<file path="src/rtl/ufc_pkg.sv">
// Shared types for the receive FIFO flow controller.
// Assumes: a two-bit mode field and a one-bit character kind.
package ufc_pkg;

    typedef enum logic [1:0] {
        FC_OFF   = 2'b00,
        FC_HW    = 2'b01,
        FC_SW    = 2'b10,
        FC_OFF_B = 2'b11
    } fc_mode_e;

    localparam logic KIND_XOFF = 1'b1;
    localparam logic KIND_XON  = 1'b0;

endpackage

</file>
<file path="src/rtl/ufc_cfg_regs.sv">
// Configuration register: holds the two threshold fields and the mode.
// Address 0 carries the halt field in the upper nibble and the resume field
// in the lower nibble. Address 1 carries the mode in bits 1:0.
// Assumes: DATA_W >= 2*FIELD_W.
module ufc_cfg_regs
    import ufc_pkg::*;
#(
    parameter int FIELD_W    = 4,
    parameter int DATA_W     = 8,
    parameter int HALT_RST   = 11,
    parameter int RESUME_RST = 4
) (
    input  logic               clk,
    input  logic               rst_n,
    input  logic               cfg_we,
    input  logic               cfg_addr,
    input  logic [DATA_W-1:0]  cfg_wdata,
    output logic [FIELD_W-1:0] halt_f,
    output logic [FIELD_W-1:0] resume_f,
    output fc_mode_e           mode,
    output logic               mode_wr
);

    // A mode write is the clear event for the rest of the block.
    assign mode_wr = cfg_we && cfg_addr;

    // Threshold register update.
    always_ff @(posedge clk) begin
        if (!rst_n) begin
            halt_f   <= FIELD_W'(HALT_RST);
            resume_f <= FIELD_W'(RESUME_RST);
        end else if (cfg_we && !cfg_addr) begin
            halt_f   <= cfg_wdata[2*FIELD_W-1:FIELD_W];
            resume_f <= cfg_wdata[FIELD_W-1:0];
        end
    end

    // Mode register update.
    always_ff @(posedge clk) begin
        if (!rst_n) begin
            mode <= FC_OFF;
        end else if (mode_wr) begin
            mode <= fc_mode_e'(cfg_wdata[1:0]);
        end
    end

endmodule

</file>
<file path="src/rtl/ufc_thresh.sv">
// Turns the threshold fields into FIFO levels.
// The halt level is (field+1)*STEP, so it is never zero.
// The resume level is field*STEP, clamped to halt-1 so the band is never empty.
// Assumes: LVL_W can hold (2**FIELD_W)*STEP.
module ufc_thresh #(
    parameter int FIELD_W  = 4,
    parameter int STEP_LOG = 2,
    parameter int LVL_W    = 7
) (
    input  logic               clk,
    input  logic               rst_n,
    input  logic [FIELD_W-1:0] halt_f,
    input  logic [FIELD_W-1:0] resume_f,
    output logic [LVL_W-1:0]   halt_lvl,
    output logic [LVL_W-1:0]   resume_lvl
);

    localparam int RAW_W = FIELD_W + 1 + STEP_LOG;

    logic [FIELD_W:0]   halt_p1;
    logic [RAW_W-1:0]   halt_raw;
    logic [LVL_W-1:0]   resume_raw;

    // Scale both fields to FIFO entries.
    always_comb begin
        halt_p1    = {1'b0, halt_f} + (FIELD_W+1)'(1);
        halt_raw   = {halt_p1, {STEP_LOG{1'b0}}};
        halt_lvl   = LVL_W'(halt_raw);
        resume_raw = LVL_W'({resume_f, {STEP_LOG{1'b0}}});
    end

    // Keep the resume level strictly below the halt level.
    always_comb begin
        if (resume_raw >= halt_lvl) begin
            resume_lvl = halt_lvl - LVL_W'(1);
        end else begin
            resume_lvl = resume_raw;
        end
    end

    AST_BAND_NOT_EMPTY: assert property (@(posedge clk) disable iff (!rst_n)
        resume_lvl < halt_lvl);

endmodule

</file>
<file path="src/rtl/ufc_hyst.sv">
// Hysteresis state: marks the link halted when the level reaches the halt
// level and releases it when the level falls to the resume level or below.
// It gives one-cycle pulses on each change of state for the software path.
// Assumes: resume_lvl < halt_lvl.
module ufc_hyst #(
    parameter int LVL_W = 7
) (
    input  logic             clk,
    input  logic             rst_n,
    input  logic             active,
    input  logic             clr,
    input  logic [LVL_W-1:0] level,
    input  logic [LVL_W-1:0] halt_lvl,
    input  logic [LVL_W-1:0] resume_lvl,
    output logic             halted,
    output logic             go_halt,
    output logic             go_run
);

    logic halted_nxt;

    // Next halted state from the level and the band.
    always_comb begin
        halted_nxt = halted;
        if (clr || !active) begin
            halted_nxt = 1'b0;
        end else if (!halted && (level >= halt_lvl)) begin
            halted_nxt = 1'b1;
        end else if (halted && (level <= resume_lvl)) begin
            halted_nxt = 1'b0;
        end
    end

    // Change-of-state pulses.
    assign go_halt = !halted && halted_nxt;
    assign go_run  = halted && !halted_nxt;

    // Halted state register.
    always_ff @(posedge clk) begin
        if (!rst_n) begin
            halted <= 1'b0;
        end else begin
            halted <= halted_nxt;
        end
    end

    AST_HALT_ON_REACH: assert property (@(posedge clk) disable iff (!rst_n)
        (active && !clr && (level >= halt_lvl)) |=> halted);
    AST_HOLD_IN_BAND: assert property (@(posedge clk) disable iff (!rst_n)
        (active && !clr && halted && (level > resume_lvl)) |=> halted);
    AST_RELEASE_LOW: assert property (@(posedge clk) disable iff (!rst_n)
        (halted && (level <= resume_lvl)) |=> !halted);

endmodule

</file>
<file path="src/rtl/ufc_sw_req.sv">
// Software flow-control request: raises a request for XOFF or XON on each
// change of state, holds it until the transmitter acknowledges it, and lets
// a newer event replace the kind of a request that is still pending.
// Assumes: go_halt and go_run are never high together.
module ufc_sw_req
    import ufc_pkg::*;
(
    input  logic clk,
    input  logic rst_n,
    input  logic enable,
    input  logic clr,
    input  logic go_halt,
    input  logic go_run,
    input  logic ack,
    output logic req,
    output logic kind
);

    // Request and kind registers; a new event wins over an acknowledge.
    always_ff @(posedge clk) begin
        if (!rst_n) begin
            req  <= 1'b0;
            kind <= KIND_XON;
        end else if (clr || !enable) begin
            req  <= 1'b0;
        end else if (go_halt) begin
            req  <= 1'b1;
            kind <= KIND_XOFF;
        end else if (go_run) begin
            req  <= 1'b1;
            kind <= KIND_XON;
        end else if (ack) begin
            req  <= 1'b0;
        end
    end

    AST_REQ_HELD: assert property (@(posedge clk) disable iff (!rst_n)
        (enable && !clr && req && !ack) |=> req);
    AST_ACK_DROPS: assert property (@(posedge clk) disable iff (!rst_n)
        (req && ack && !go_halt && !go_run) |=> !req);
    AST_NEWER_KIND: assert property (@(posedge clk) disable iff (!rst_n)
        (enable && !clr && go_run) |=> (req && (kind == KIND_XON)));

endmodule

</file>
<file path="src/rtl/ufc_flow_ctrl.sv">
// Receive FIFO flow controller top.
// It compares the FIFO level with the programmed halt and resume levels and
// drives either a send-permission output (hardware mode) or XOFF/XON
// requests to the transmitter (software mode).
// Assumes: rx_level is the current FIFO occupancy, 0 to 64.
module ufc_flow_ctrl
    import ufc_pkg::*;
#(
    parameter int FIELD_W  = 4,
    parameter int STEP_LOG = 2,
    parameter int LVL_W    = 7,
    parameter int DATA_W   = 8
) (
    input  logic              clk,
    input  logic              rst_n,
    input  logic              cfg_we,
    input  logic              cfg_addr,
    input  logic [DATA_W-1:0] cfg_wdata,
    input  logic [LVL_W-1:0]  rx_level,
    output logic              rts_ok,
    output logic              xo_req,
    output logic              xo_kind,
    input  logic              xo_ack
);

    logic [FIELD_W-1:0] halt_f;
    logic [FIELD_W-1:0] resume_f;
    fc_mode_e           mode;
    logic               mode_wr;
    logic [LVL_W-1:0]   halt_lvl;
    logic [LVL_W-1:0]   resume_lvl;
    logic               halted;
    logic               go_halt;
    logic               go_run;
    logic               hw_on;
    logic               sw_on;

    // Decode the mode into its two enables.
    assign hw_on = (mode == FC_HW);
    assign sw_on = (mode == FC_SW);

    ufc_cfg_regs #(
        .FIELD_W    (FIELD_W),
        .DATA_W     (DATA_W),
        .HALT_RST   (11),
        .RESUME_RST (4)
    ) i_regs (
        .clk       (clk),
        .rst_n     (rst_n),
        .cfg_we    (cfg_we),
        .cfg_addr  (cfg_addr),
        .cfg_wdata (cfg_wdata),
        .halt_f    (halt_f),
        .resume_f  (resume_f),
        .mode      (mode),
        .mode_wr   (mode_wr)
    );

    ufc_thresh #(
        .FIELD_W  (FIELD_W),
        .STEP_LOG (STEP_LOG),
        .LVL_W    (LVL_W)
    ) i_thresh (
        .clk        (clk),
        .rst_n      (rst_n),
        .halt_f     (halt_f),
        .resume_f   (resume_f),
        .halt_lvl   (halt_lvl),
        .resume_lvl (resume_lvl)
    );

    ufc_hyst #(
        .LVL_W (LVL_W)
    ) i_hyst (
        .clk        (clk),
        .rst_n      (rst_n),
        .active     (hw_on || sw_on),
        .clr        (mode_wr),
        .level      (rx_level),
        .halt_lvl   (halt_lvl),
        .resume_lvl (resume_lvl),
        .halted     (halted),
        .go_halt    (go_halt),
        .go_run     (go_run)
    );

    ufc_sw_req i_req (
        .clk     (clk),
        .rst_n   (rst_n),
        .enable  (sw_on),
        .clr     (mode_wr),
        .go_halt (go_halt),
        .go_run  (go_run),
        .ack     (xo_ack),
        .req     (xo_req),
        .kind    (xo_kind)
    );

    // Send permission drops only for a halted link in hardware mode.
    assign rts_ok = !(hw_on && halted);

    AST_OFF_NO_REQ: assert property (@(posedge clk) disable iff (!rst_n)
        !sw_on |-> !xo_req);
    AST_MODE_WR_CLEARS: assert property (@(posedge clk) disable iff (!rst_n)
        mode_wr |=> (rts_ok && !xo_req));
    AST_SW_KEEPS_RTS: assert property (@(posedge clk) disable iff (!rst_n)
        sw_on |-> rts_ok);

endmodule

</file>
<file path="config.mk">
export PLATFORM = sky130hd
export DESIGN_NAME = ufc_flow_ctrl
export DESIGN_NICKNAME = d
export VERILOG_FILES = /design/src/rtl/ufc_pkg.sv /design/src/rtl/ufc_cfg_regs.sv /design/src/rtl/ufc_thresh.sv /design/src/rtl/ufc_hyst.sv /design/src/rtl/ufc_sw_req.sv /design/src/rtl/ufc_flow_ctrl.sv
export SDC_FILE = /design/constraint.sdc
export NUM_CORES = 1
export LEC_CHECK = 0
export ABC_AREA = 1
export BUFFER_PORTS_ARGS = -buffer_cell sky130_fd_sc_hd__buf_4
export CAP_MARGIN = 20
export CORE_MARGIN = 3
export CORE_UTILIZATION = 30
export DETAILED_ROUTE_END_ITERATION = 8
export PLACE_DENSITY = 0.6
export SYNTH_ARGS = -nofsm -noshare
export SYNTH_HDL_FRONTEND = slang
export SYNTH_SLANG_ARGS = --single-unit
</file>
<file path="constraint.sdc">
create_clock -name clk -period 8.4 [get_ports clk]
set_input_delay 0 -clock clk [delete_from_list [all_inputs] [get_ports clk]]
set_output_delay 0 -clock clk [all_outputs]
set_load 0.01 [all_outputs]
</file>
### After elaboration in Yosys (flattened, before gate mapping)

Cells that the tools add are included.

| cells by class | value |
|---|---|
| $add $sub $neg | 2 |
| magnitude comparators | 3 |
| equality and inequality tests | 2 |
| multiplexer cells | 9 |
| bitwise logic cells | 2 |
| reduce and logical (&&, ||, !) cells | 20 |

Operators with widths:

| cell | count |
|---|---|
| $mux 1 | 8 |
| $ge 6x7->1 | 1 |
| $ge 7x7->1 | 1 |
| $le 7x7->1 | 1 |
| $logic_and 1x1->1 | 7 |
| $mux 7 | 1 |
| $sub 7x1->7 const B | 1 |
| $logic_not 1->1 | 6 |
| $add 4x1->5 const B | 1 |
| $logic_or 1x1->1 | 3 |
| $reduce_bool 3->1 | 1 |
| $eq 2x1->1 const B | 1 |
| $eq 2x2->1 const B | 1 |
| $not 1->1 | 2 |
| $reduce_and 2->1 | 1 |
| $reduce_bool 2->1 | 1 |
| $reduce_or 2->1 | 1 |

| word-level totals | value |
|---|---|
| register bits | 13 |
| output and inout bits | 3 |
| word-level logic and storage cells | 44 |

### Depth between registers and ports, before layout

Gate-level depths: netlist of run 1.

| depth | value |
|---|---|
| depth after elaboration | 12 |
| depth in mapped cells | 23 |

### Modules after synthesis

From an unflattened synthesis of run 1, not the netlist that was laid out.

| second synthesis, totals | value |
|---|---|
| cells, all modules | 217 |
| area, all modules | 1323.8 um^2 |

By module, submodules not included:

| module | times used | cells each | area an instance (um^2) | sequential area each (um^2) |
|---|---|---|---|---|
| ufc_hyst | 1 | 81 | 469.2 | 20.0 |
| ufc_cfg_regs | 1 | 56 | 404.1 | 200.2 |
| ufc_thresh | 1 | 60 | 319.1 | 0.0 |
| ufc_sw_req | 1 | 14 | 91.3 | 40.0 |
| ufc_flow_ctrl | 1 | 6 | 40.0 | 0.0 |

### Least setup slack after synthesis of run 1

Ideal clock, no wire load.

| path | value |
|---|---|
| path kind | flip-flop to flip-flop |
| start point | reg i_regs.halt_f[0] |
| end point | reg i_req.req |
| library setup time | 0.086 ns |
| arrival time | 3.232 ns |
| required time | 8.314 ns |
| setup slack | 5.082 ns |
| stages on the path, launching flop included | 22 |
| cells stage by stage | dfxtp_1 -> ha_1 -> inv_1 -> ha_1 -> a21boi_0 -> o22ai_1 -> nand3_1 -> nand2_4 -> inv_4 -> nand2_2 -> o21ai_2 -> ha_1 -> a21oi_1 -> o21ai_0 -> a21o_1 -> nand3_1 -> nand2_1 -> nand2_2 -> inv_1 -> ha_1 -> or3_1 -> a211oi_1 |

| between the ends | value |
|---|---|
| elaborated cells between the ends (all ways) | 17 |

RTL lines:

| what | line | text |
|---|---|---|
| start, declared | ufc_cfg_regs.sv:18 | `output logic [FIELD_W-1:0] halt_f,` |
| start signal, assigned | ufc_cfg_regs.sv:30 | `halt_f <= FIELD_W'(HALT_RST);` |
| start signal, assigned | ufc_cfg_regs.sv:33 | `halt_f <= cfg_wdata[2*FIELD_W-1:FIELD_W];` |
| $add 4x1->5 (*) | ufc_thresh.sv:26 | `halt_p1 = {1'b0, halt_f} + (FIELD_W+1)'(1);` |
| $sub 7x1->7 or $ge 6x7->1 (tied branches) | ufc_thresh.sv:35, ufc_thresh.sv:34 |  |
| $mux 7 | ufc_thresh.sv:34 | `if (resume_raw >= halt_lvl) begin` |
| $le 7x7->1 | ufc_hyst.sv:29 | `end else if (halted && (level <= resume_lvl)) begin` |
| $logic_and 1x1->1 | ufc_hyst.sv:29 |  |
| $mux 1 | ufc_hyst.sv:29 |  |
| $mux 1 (*) | ufc_hyst.sv:27 | `end else if (!halted && (level >= halt_lvl)) begin` |
| $mux 1 (*) | ufc_hyst.sv:25 | `if (clr \|\| !active) begin` |
| net i_hyst.halted_nxt | ufc_hyst.sv:20 | `logic halted_nxt;` |
| $logic_and 1x1->1 (*) | ufc_hyst.sv:35 | `assign go_halt = !halted && halted_nxt;` |
| net go_halt | ufc_flow_ctrl.sv:33 | `logic go_halt;` |
| $reduce_bool 3->1 (no source line) or $mux 1 (tied branches) | -- |  |
| end signal, assigned | ufc_sw_req.sv:22 | `req <= 1'b0;` |
| end signal, assigned | ufc_sw_req.sv:25 | `req <= 1'b0;` |
| end signal, assigned | ufc_sw_req.sv:27 | `req <= 1'b1;` |
| end, declared | ufc_sw_req.sv:15 | `output logic req,` |

Mark *: on every way through the listed nets, which the timed path passes. The rest lies on a longest branch.
A chain may end at the register's enable or synchronous reset.

### Worst setup path in the final report of run 1

Same ends and word-level chain as after synthesis.

==> results of run 1 <==
## cell families (layout without fill, tap and decap cells)
| family | after synthesis | count (layout) | share of synthesized area |
|---|---|---|---|
| simple gates | 62 | 62 | 0.269 |
| compound gates | 31 | 31 | 0.170 |
| buf+inv | 29 | 59 | 0.104 |
| fa+ha+maj | 18 | 18 | 0.205 |
| flops | 13 | 13 | 0.237 |
| xor+xnor | 2 | 2 | 0.0159 |
## flip-flops by register name, summed over array words and instances (netlist names)
| register | flops |
|---|---|
| i_regs.resume_f | 4 |
| i_req.req | 1 |
| i_regs.mode | 2 |
| i_req.kind | 1 |
| i_regs.halt_f | 4 |
| i_hyst.halted | 1 |
## area by class of cell
type / count / area (sq um)
sequential: 13 / 260
timing repair buffer: 27 / 215
clock buffer: 4 / 45.0
tap: 46 / 57.6
inverter: 28 / 110
fill: 378 / 2030
multi-input combinational: 113 / 724
## metal layers
| layer | track usage | up-vias |
|---|---|---|
| li1 | - | 580 |
| met3 | 0.0101 | 5 |
| met1 | 0.156 | 441 |
| met5 | 0 | - |
| met4 | 0.0533 | 0 |
| met2 | 0.202 | 17 |
## metrics by stage
step	cells	util	power, mW	setup WS (ps)
floorplan	155	-	0.123	5080
CTS	231	0.410	0.200	4730
global placement	222	0.383	0.142	4800
global route	231	0.410	0.215	4370
finish	231	0.410	0.198	4760
detailed placement	222	0.383	0.142	4740
## layout by cell type (no fill, tap or decap)
cell type	synthesis	final
nand2_1	30	30
a21boi_0	1	1
o21ai_2	3	3
clkbuf_1	1	1
nand2_4	2	2
dfxtp_1	13	13
o31ai_1	1	1
inv_1	25	25
buf_4	0	22
o21ai_1	4	4
xnor2_1	2	2
nand4_1	4	4
nor3_1	1	1
inv_4	2	2
inv_2	1	1
a21o_1	1	1
o22ai_1	1	1
a21oi_2	1	1
nor2_2	2	2
nand2_2	5	5
ha_1	18	18
o21ai_0	6	6
a21oi_1	10	10
dlygate4sd3_1	0	5
o211ai_1	2	2
nand3_1	10	10
nand3b_1	1	1
clkbuf_8	0	3
or3_1	1	1
a211oi_1	1	1
nor2_1	6	6
## where the power goes
group / internal, mW / switching (mW)
clock network: 0.0335 / 0.0225
registers: 0.0655 / 0.00422
logic: 0.0324 / 0.0400
total: 0.131 / 0.0667
## worst paths after layout
check,end,cells past startpoint
setup reg to reg,i_req.req,21
setup / recovery,i_req.req,21
hold reg to reg,i_req.kind,2
hold / removal,i_regs.resume_f[1],3
## critical path: cells and delay by family, from the launching register on
family / cells / cell delay [ps]
simple gates: 7 / 950
fa+ha+maj: 4 / 1020
compound gates: 7 / 870
buf+inv: 3 / 230
flops: 1 / 490
## timing repair
action | in CTS | in global routing
hold endpoints to repair | 5 | 0
hold buffers | 5 | 0
resized for setup | 0 | 0
==> impl_metrics.py, run 1 <==
metrics = {
    "power_and_ir_drop": {
        "leakage_nw": 0.722,
        "power_density_nw_per_um2": 140,
        "ir_worst_vdd_mv": 0.0740,
    },
    "detailed_routing": {
        "vias_per_cell": 4.52,
        "wl_met2_mm": 1.03,
        "dr.pass1.iters": 4,
        "wl_met3_um": 80,
        "first_iter_violations": 16,
        "ant_nets": 0,
        "wire_per_inst_um": 10.1,
        "met1_length_mm": 1.18,
        "vias": 1043,
        "routed.top_layer": "met4",
        "drt_wl_total_mm": 2.34,
        "drc": 0,
    },
    "global_routing": {
        "grt_pass1_vias": 1027,
        "track_usage": 0.121,
        "grt_pass1_wl_mm": 4.19,
        "grt_overflow": 0,
        "antenna_found_initial": 0,
        "grt_start_max_net_pins": 14,
    },
    "synthesis": {
        "yosysSeqAreaShare": 0.237,
        "synthFlopType": "dfxtp_1",
        "yosysMostFrequentCell": "nand2_1",
        "yosys-top-cells-area": "dfxtp_1 (24%), ha_1 (21%), nand2_1 (10%)",
        "synth_nets": 193,
        "syn_avg_cell_area_sq_um": 7.09,
        "yosysTopAreaCellShare": 0.237,
        "synth_top_cell_by_area": "dfxtp_1",
        "netlist_area_sq_um": 1100,
        "postSynthCellCount": 155,
        "async_reset_ff_frac": 0,
        "ys_warn_count": 0,
        "ys_ff_latch": 13,
        "yosysUniqueCellTypes": 28,
        "synth_commonest_cells": "nand2_1 (30), inv_1 (25), ha_1 (18)",
        "synth_edf_count": 0,
    },
    "die": {
        "die_area_sq_um": 4420,
        "rows": 21,
        "start_util": 0.319,
        "die_y_um": 66.5,
        "core-area_sq_um": 3440,
        "ios": 23,
        "die_width_um": 66.5,
    },
    "clock_network": {
        "h-tree-depth": 1,
        "postCtsSetupBuffers": 0,
        "clkLatencyLatePin_ps": 240,
        "cts_tree": "yes",
        "cts_root_buf": "clkbuf_8",
        "cts-buffers-inserted": 3,
        "cts_sinks": 13,
        "path_clk_slew_ps": 60,
        "cts_max_path_buffers": 2,
    },
    "sta": {
        "rsz0062_at_grt": "no",
        "drv_slew": 0,
        "fin_crit_sh": 0.434,
        "fmax_mhz": 275,
        "setup_viol": 0,
        "min_period_ps": 3640,
        "timing_hold_violations_final": 0,
        "slew_headroom": 0.763,
        "clock_skew_ps": 4.78,
        "hold_slack_ps": 3.76,
        "fin_setup_tns_ps": 0,
        "worst_pin_slew_ps": 355,
    },
    "placed_design": {
        "gp_congestion": 0.798,
        "io_buffer_count": 22,
        "hpwl_mm": 1.90,
        "placed_cell_area_sq_um": 1320,
    },
    "worst_setup_path": {
        "required_ps": 8560,
        "slowest_stage": "dfxtp_1",
        "cp_max_fo": 9,
        "path_common_cell": "ha_1",
        "cp_data_arrival_time_ps": 3800,
        "end_kind": "flip-flop",
        "crit_path_start_kind": "flip-flop",
        "worstSetupPathType": "reg -> reg",
        "r2r_slack_ps": 4760,
        "r2r_start": "i_regs.halt_f[0]",
        "crit_path_cell_trace": "ha_1, inv_1, ha_1, a21boi_0, o22ai_1, nand3_1, nand2_4, inv_4, nand2_2, o21ai_2, ha_1, a21oi_1, o21ai_0, a21o_1, nand3_1, nand2_1, nand2_2, inv_1, ha_1, or3_1, a211oi_1",
        "startpoint": "i_regs.halt_f[0]",
        "max_stage_delay_ps": 490,
    },
    "layout": {
        "antenna_cells": 0,
        "fin_nets": 224,
        "drive_gt1_frac": 0.222,
        "final_area_sq_um": 1410,
        "synthToLayoutAreaGrowth_pct": 28.6,
    },
    "run_status": {
        "status": "completed",
    },
    "hold_path": {
        "hp-class": "in -> reg",
        "min_from": "cfg_wdata[1]",
    },
    "run": {
        "drv_cap": 0,
    },
}
(Power assumes the default switching activity.)
==> inputs of run 2 (changes only) <==
--- a/config.mk
+++ b/config.mk
@@ -5,7 +5,7 @@
 export SDC_FILE = /design/constraint.sdc
 export NUM_CORES = 1
 export LEC_CHECK = 0
-export ABC_AREA = 1
+export ABC_AREA = 0
 export BUFFER_PORTS_ARGS = -buffer_cell sky130_fd_sc_hd__buf_4
 export CAP_MARGIN = 20
 export CORE_MARGIN = 3
==> constraint.sdc (replaced) <==
create_clock -name clk -period 3.65 [get_ports clk]
set_input_delay 0 -clock clk [delete_from_list [all_inputs] [get_ports clk]]
set_output_delay 0 -clock clk [all_outputs]
set_load 0.01 [all_outputs]
==> run 2 against run 1 <==
Core utilization up 4.5 points. Clock-buffer cell count unchanged. Hold slack better by 17 ps. Area after synthesis up 2.8%. Largest power group unchanged.
==> impl_metrics.py, run 2 <==
metrics = {
    "synthesis": {
        "yosysTopAreaCellShare": 0.230,
        "synthFlopType": "dfxtp_1",
        "yosysMostFrequentCell": "nand2_1",
        "yosysSeqAreaShare": 0.230,
        "yosysUniqueCellTypes": 40,
        "synth_top_cell_by_area": "dfxtp_1",
        "synth_edf_count": 0,
        "async_reset_ff_frac": 0,
        "yosys-top-cells-area": "dfxtp_1 (23%), ha_1 (20%), nand2_1 (8.6%)",
        "postSynthCellCount": 141,
        "synth_nets": 179,
        "synth_commonest_cells": "nand2_1 (26), ha_1 (18), dfxtp_1 (13)",
        "syn_avg_cell_area_sq_um": 8.01,
        "ys_ff_latch": 13,
        "ys_warn_count": 0,
        "netlist_area_sq_um": 1130,
    },
    "die": {
        "start_util": 0.326,
        "core-area_sq_um": 3470,
        "die_area_sq_um": 4540,
        "ios": 23,
        "die_y_um": 67.4,
        "die_width_um": 67.4,
        "rows": 21,
    },
    "worst_setup_path": {
        "r2r_slack_ps": 100,
        "crit_path_start_kind": "flip-flop",
        "r2r_cells": 16,
        "cp_data_arrival_time_ps": 3670,
        "rr_endpoint": "i_req.kind",
        "end_kind": "flip-flop",
        "r2r_start": "i_regs.halt_f[0]",
        "worstSetupPathType": "reg -> reg",
        "cp_max_fo": 6,
        "required_ps": 3770,
    },
    "hold_path": {
        "hp-class": "in -> reg",
        "min_from": "cfg_wdata[3]",
        "min_to": "i_regs.resume_f[3]",
        "hold_depth": 3,
    },
    "global_routing": {
        "grt_overflow": 0,
        "grt_pass1_vias": 1141,
        "grt_pass1_wl_mm": 4.60,
        "antenna_found_initial": 0,
        "track_usage": 0.131,
        "grt_start_max_net_pins": 14,
    },
    "sta": {
        "clock_skew_ps": 4.25,
        "timing_hold_violations_final": 0,
        "drv_slew": 0,
        "fmax_mhz": 282,
        "slew_headroom": 0.632,
        "fin_crit_sh": 0.972,
        "worst_pin_slew_ps": 551,
        "min_period_ps": 3550,
        "rsz0062_at_grt": "yes",
        "setup_viol": 0,
    },
    "detailed_routing": {
        "wire_per_inst_um": 12.5,
        "ant_nets": 0,
        "drt_wl_total_mm": 2.76,
        "vias_per_cell": 4.99,
        "drc": 0,
        "vias": 1103,
        "dr.pass1.iters": 4,
        "first_iter_violations": 39,
    },
    "placed_design": {
        "hpwl_mm": 2.16,
        "io_buffer_count": 22,
        "gp_congestion": 0.842,
        "dpl.cell_count": 211,
    },
    "power_and_ir_drop": {
        "ir_worst_vdd_mv": 0.191,
        "p_total_mw": 0.457,
        "leakage_nw": 0.656,
        "power_density_nw_per_um2": 289,
    },
    "layout": {
        "reg.largest.list": "i_regs.halt_f (4), i_regs.resume_f (4), i_regs.mode (2)",
        "synthToLayoutAreaGrowth_pct": 39.9,
        "ff_latch_area_sq_um": 264,
        "final_common_cell": "buf_4",
        "antenna_cells": 0,
        "fillCellCount": 364,
        "drive_gt1_frac": 0.309,
        "fin_nets": 214,
        "multi_input_area_sq_um": 897,
        "layout_common_cells": "buf_4 (31), nand2_1 (24), ha_1 (13), dfxtp_1 (12), inv_1 (10)",
        "fin_cells": 221,
    },
    "run": {
        "drv_cap": 0,
    },
    "clock_network": {
        "path_clk_slew_ps": 50,
        "h-tree-depth": 1,
        "cts_tree": "yes",
        "cts_root_buf": "clkbuf_8",
        "cts_max_path_buffers": 2,
        "cts_sinks": 13,
        "clkLatencyLatePin_ps": 230,
        "cts-buffers-inserted": 3,
    },
    "run_status": {
        "status": "completed",
    },
}
-- run 2: metal layers --
layer | GRT usage | vias up | part of all wire | wire, um
met5 | 0 | - | 0 | 0
met4 | 0.0506 | 0 | 0.019 | 53
met3 | 0.0166 | 6 | 0.036 | 100
met2 | 0.228 | 26 | 0.48 | 1310
met1 | 0.163 | 509 | 0.47 | 1300
li1 | - | 562 | - | -
-- run 2: layout make-up --
cell class,count,share of cell area
sequential,13,0.167
tap,46,0.0364
timing repair buffer,35,0.173
inverter,11,0.0277
multi-input combinational,112,0.568
clock buffer,4,0.0285
-- run 2: what timing repair did --
item                       CTS  global route
pin swaps                    7            13
gates resized for setup      5            16
setup endpoints to repair    2             2
hold buffers                 4             0
buffers inserted             2             0
hold endpoints to repair     4             0
-- run 2: critical path, cell delays in order, from the launching register on --
cell and delay [ps]:
dfxtp_4 350, ha_4 280, inv_4 40, ha_4 210, a221o_1 320, a32o_2 340, mux2i_1 140, ha_1 320
nand2_2 70, or3_1 370, o2111ai_1 100, o22a_1 200, nand2_2 80, ha_4 250, nor2_4 110, mux2i_1 190
nor2b_1 60
-- run 2: kinds of logic (layout without fill, tap and decap cells) --
kind of cell / after synthesis / in the layout / share of synthesized area
and+or+nand+nor: 56 / 56 / 0.233
buffers and inverters: 16 / 50 / 0.0620
xor gates and xnor gates: 5 / 5 / 0.0388
muxes: 6 / 6 / 0.0543
DFF: 13 / 13 / 0.230
AOI/OAI and AO/OA: 27 / 27 / 0.183
adders and majority gates: 18 / 18 / 0.199
-- run 2: worst max-delay path by stage --
stage	startpoint	end	slack, ps	depth (start not counted)
floorplan	i_regs.halt_f[0]	i_req.kind	10	17
finish	i_regs.halt_f[0]	i_req.kind	100	16
CTS	i_regs.halt_f[0]	i_req.kind	10	16
detailed placement	i_regs.halt_f[0]	i_req.req	-120	16
global placement	i_regs.halt_f[0]	i_req.kind	-6	16
global route	i_regs.halt_f[0]	i_req.kind	-40	16
-- run 2: power by group --
group / leakage [nW] / switching, mW / internal (mW)
Sequential: 0.106 / 0.00874 / 0.149
Combinational: 0.527 / 0.0838 / 0.0941
Clock: 0.0228 / 0.0453 / 0.0767
Total: 0.656 / 0.138 / 0.319
-- run 2: metrics by stage --
stage	hold slack, ps	utilization	setup WS (ps)	setup TNS (ps)	cell area (sq um)
2_1_floorplan	124	-	13.4	0	1130
4_1_cts	19.6	0.432	13.0	0	1500
3_3_place_gp	208	0.397	-5.88	-5.88	1380
5_1_grt	35.6	0.456	-44.9	-48.4	1580
6_report	21.1	0.456	104	0	1580
3_5_place_dp	216	0.397	-124	-221	1380
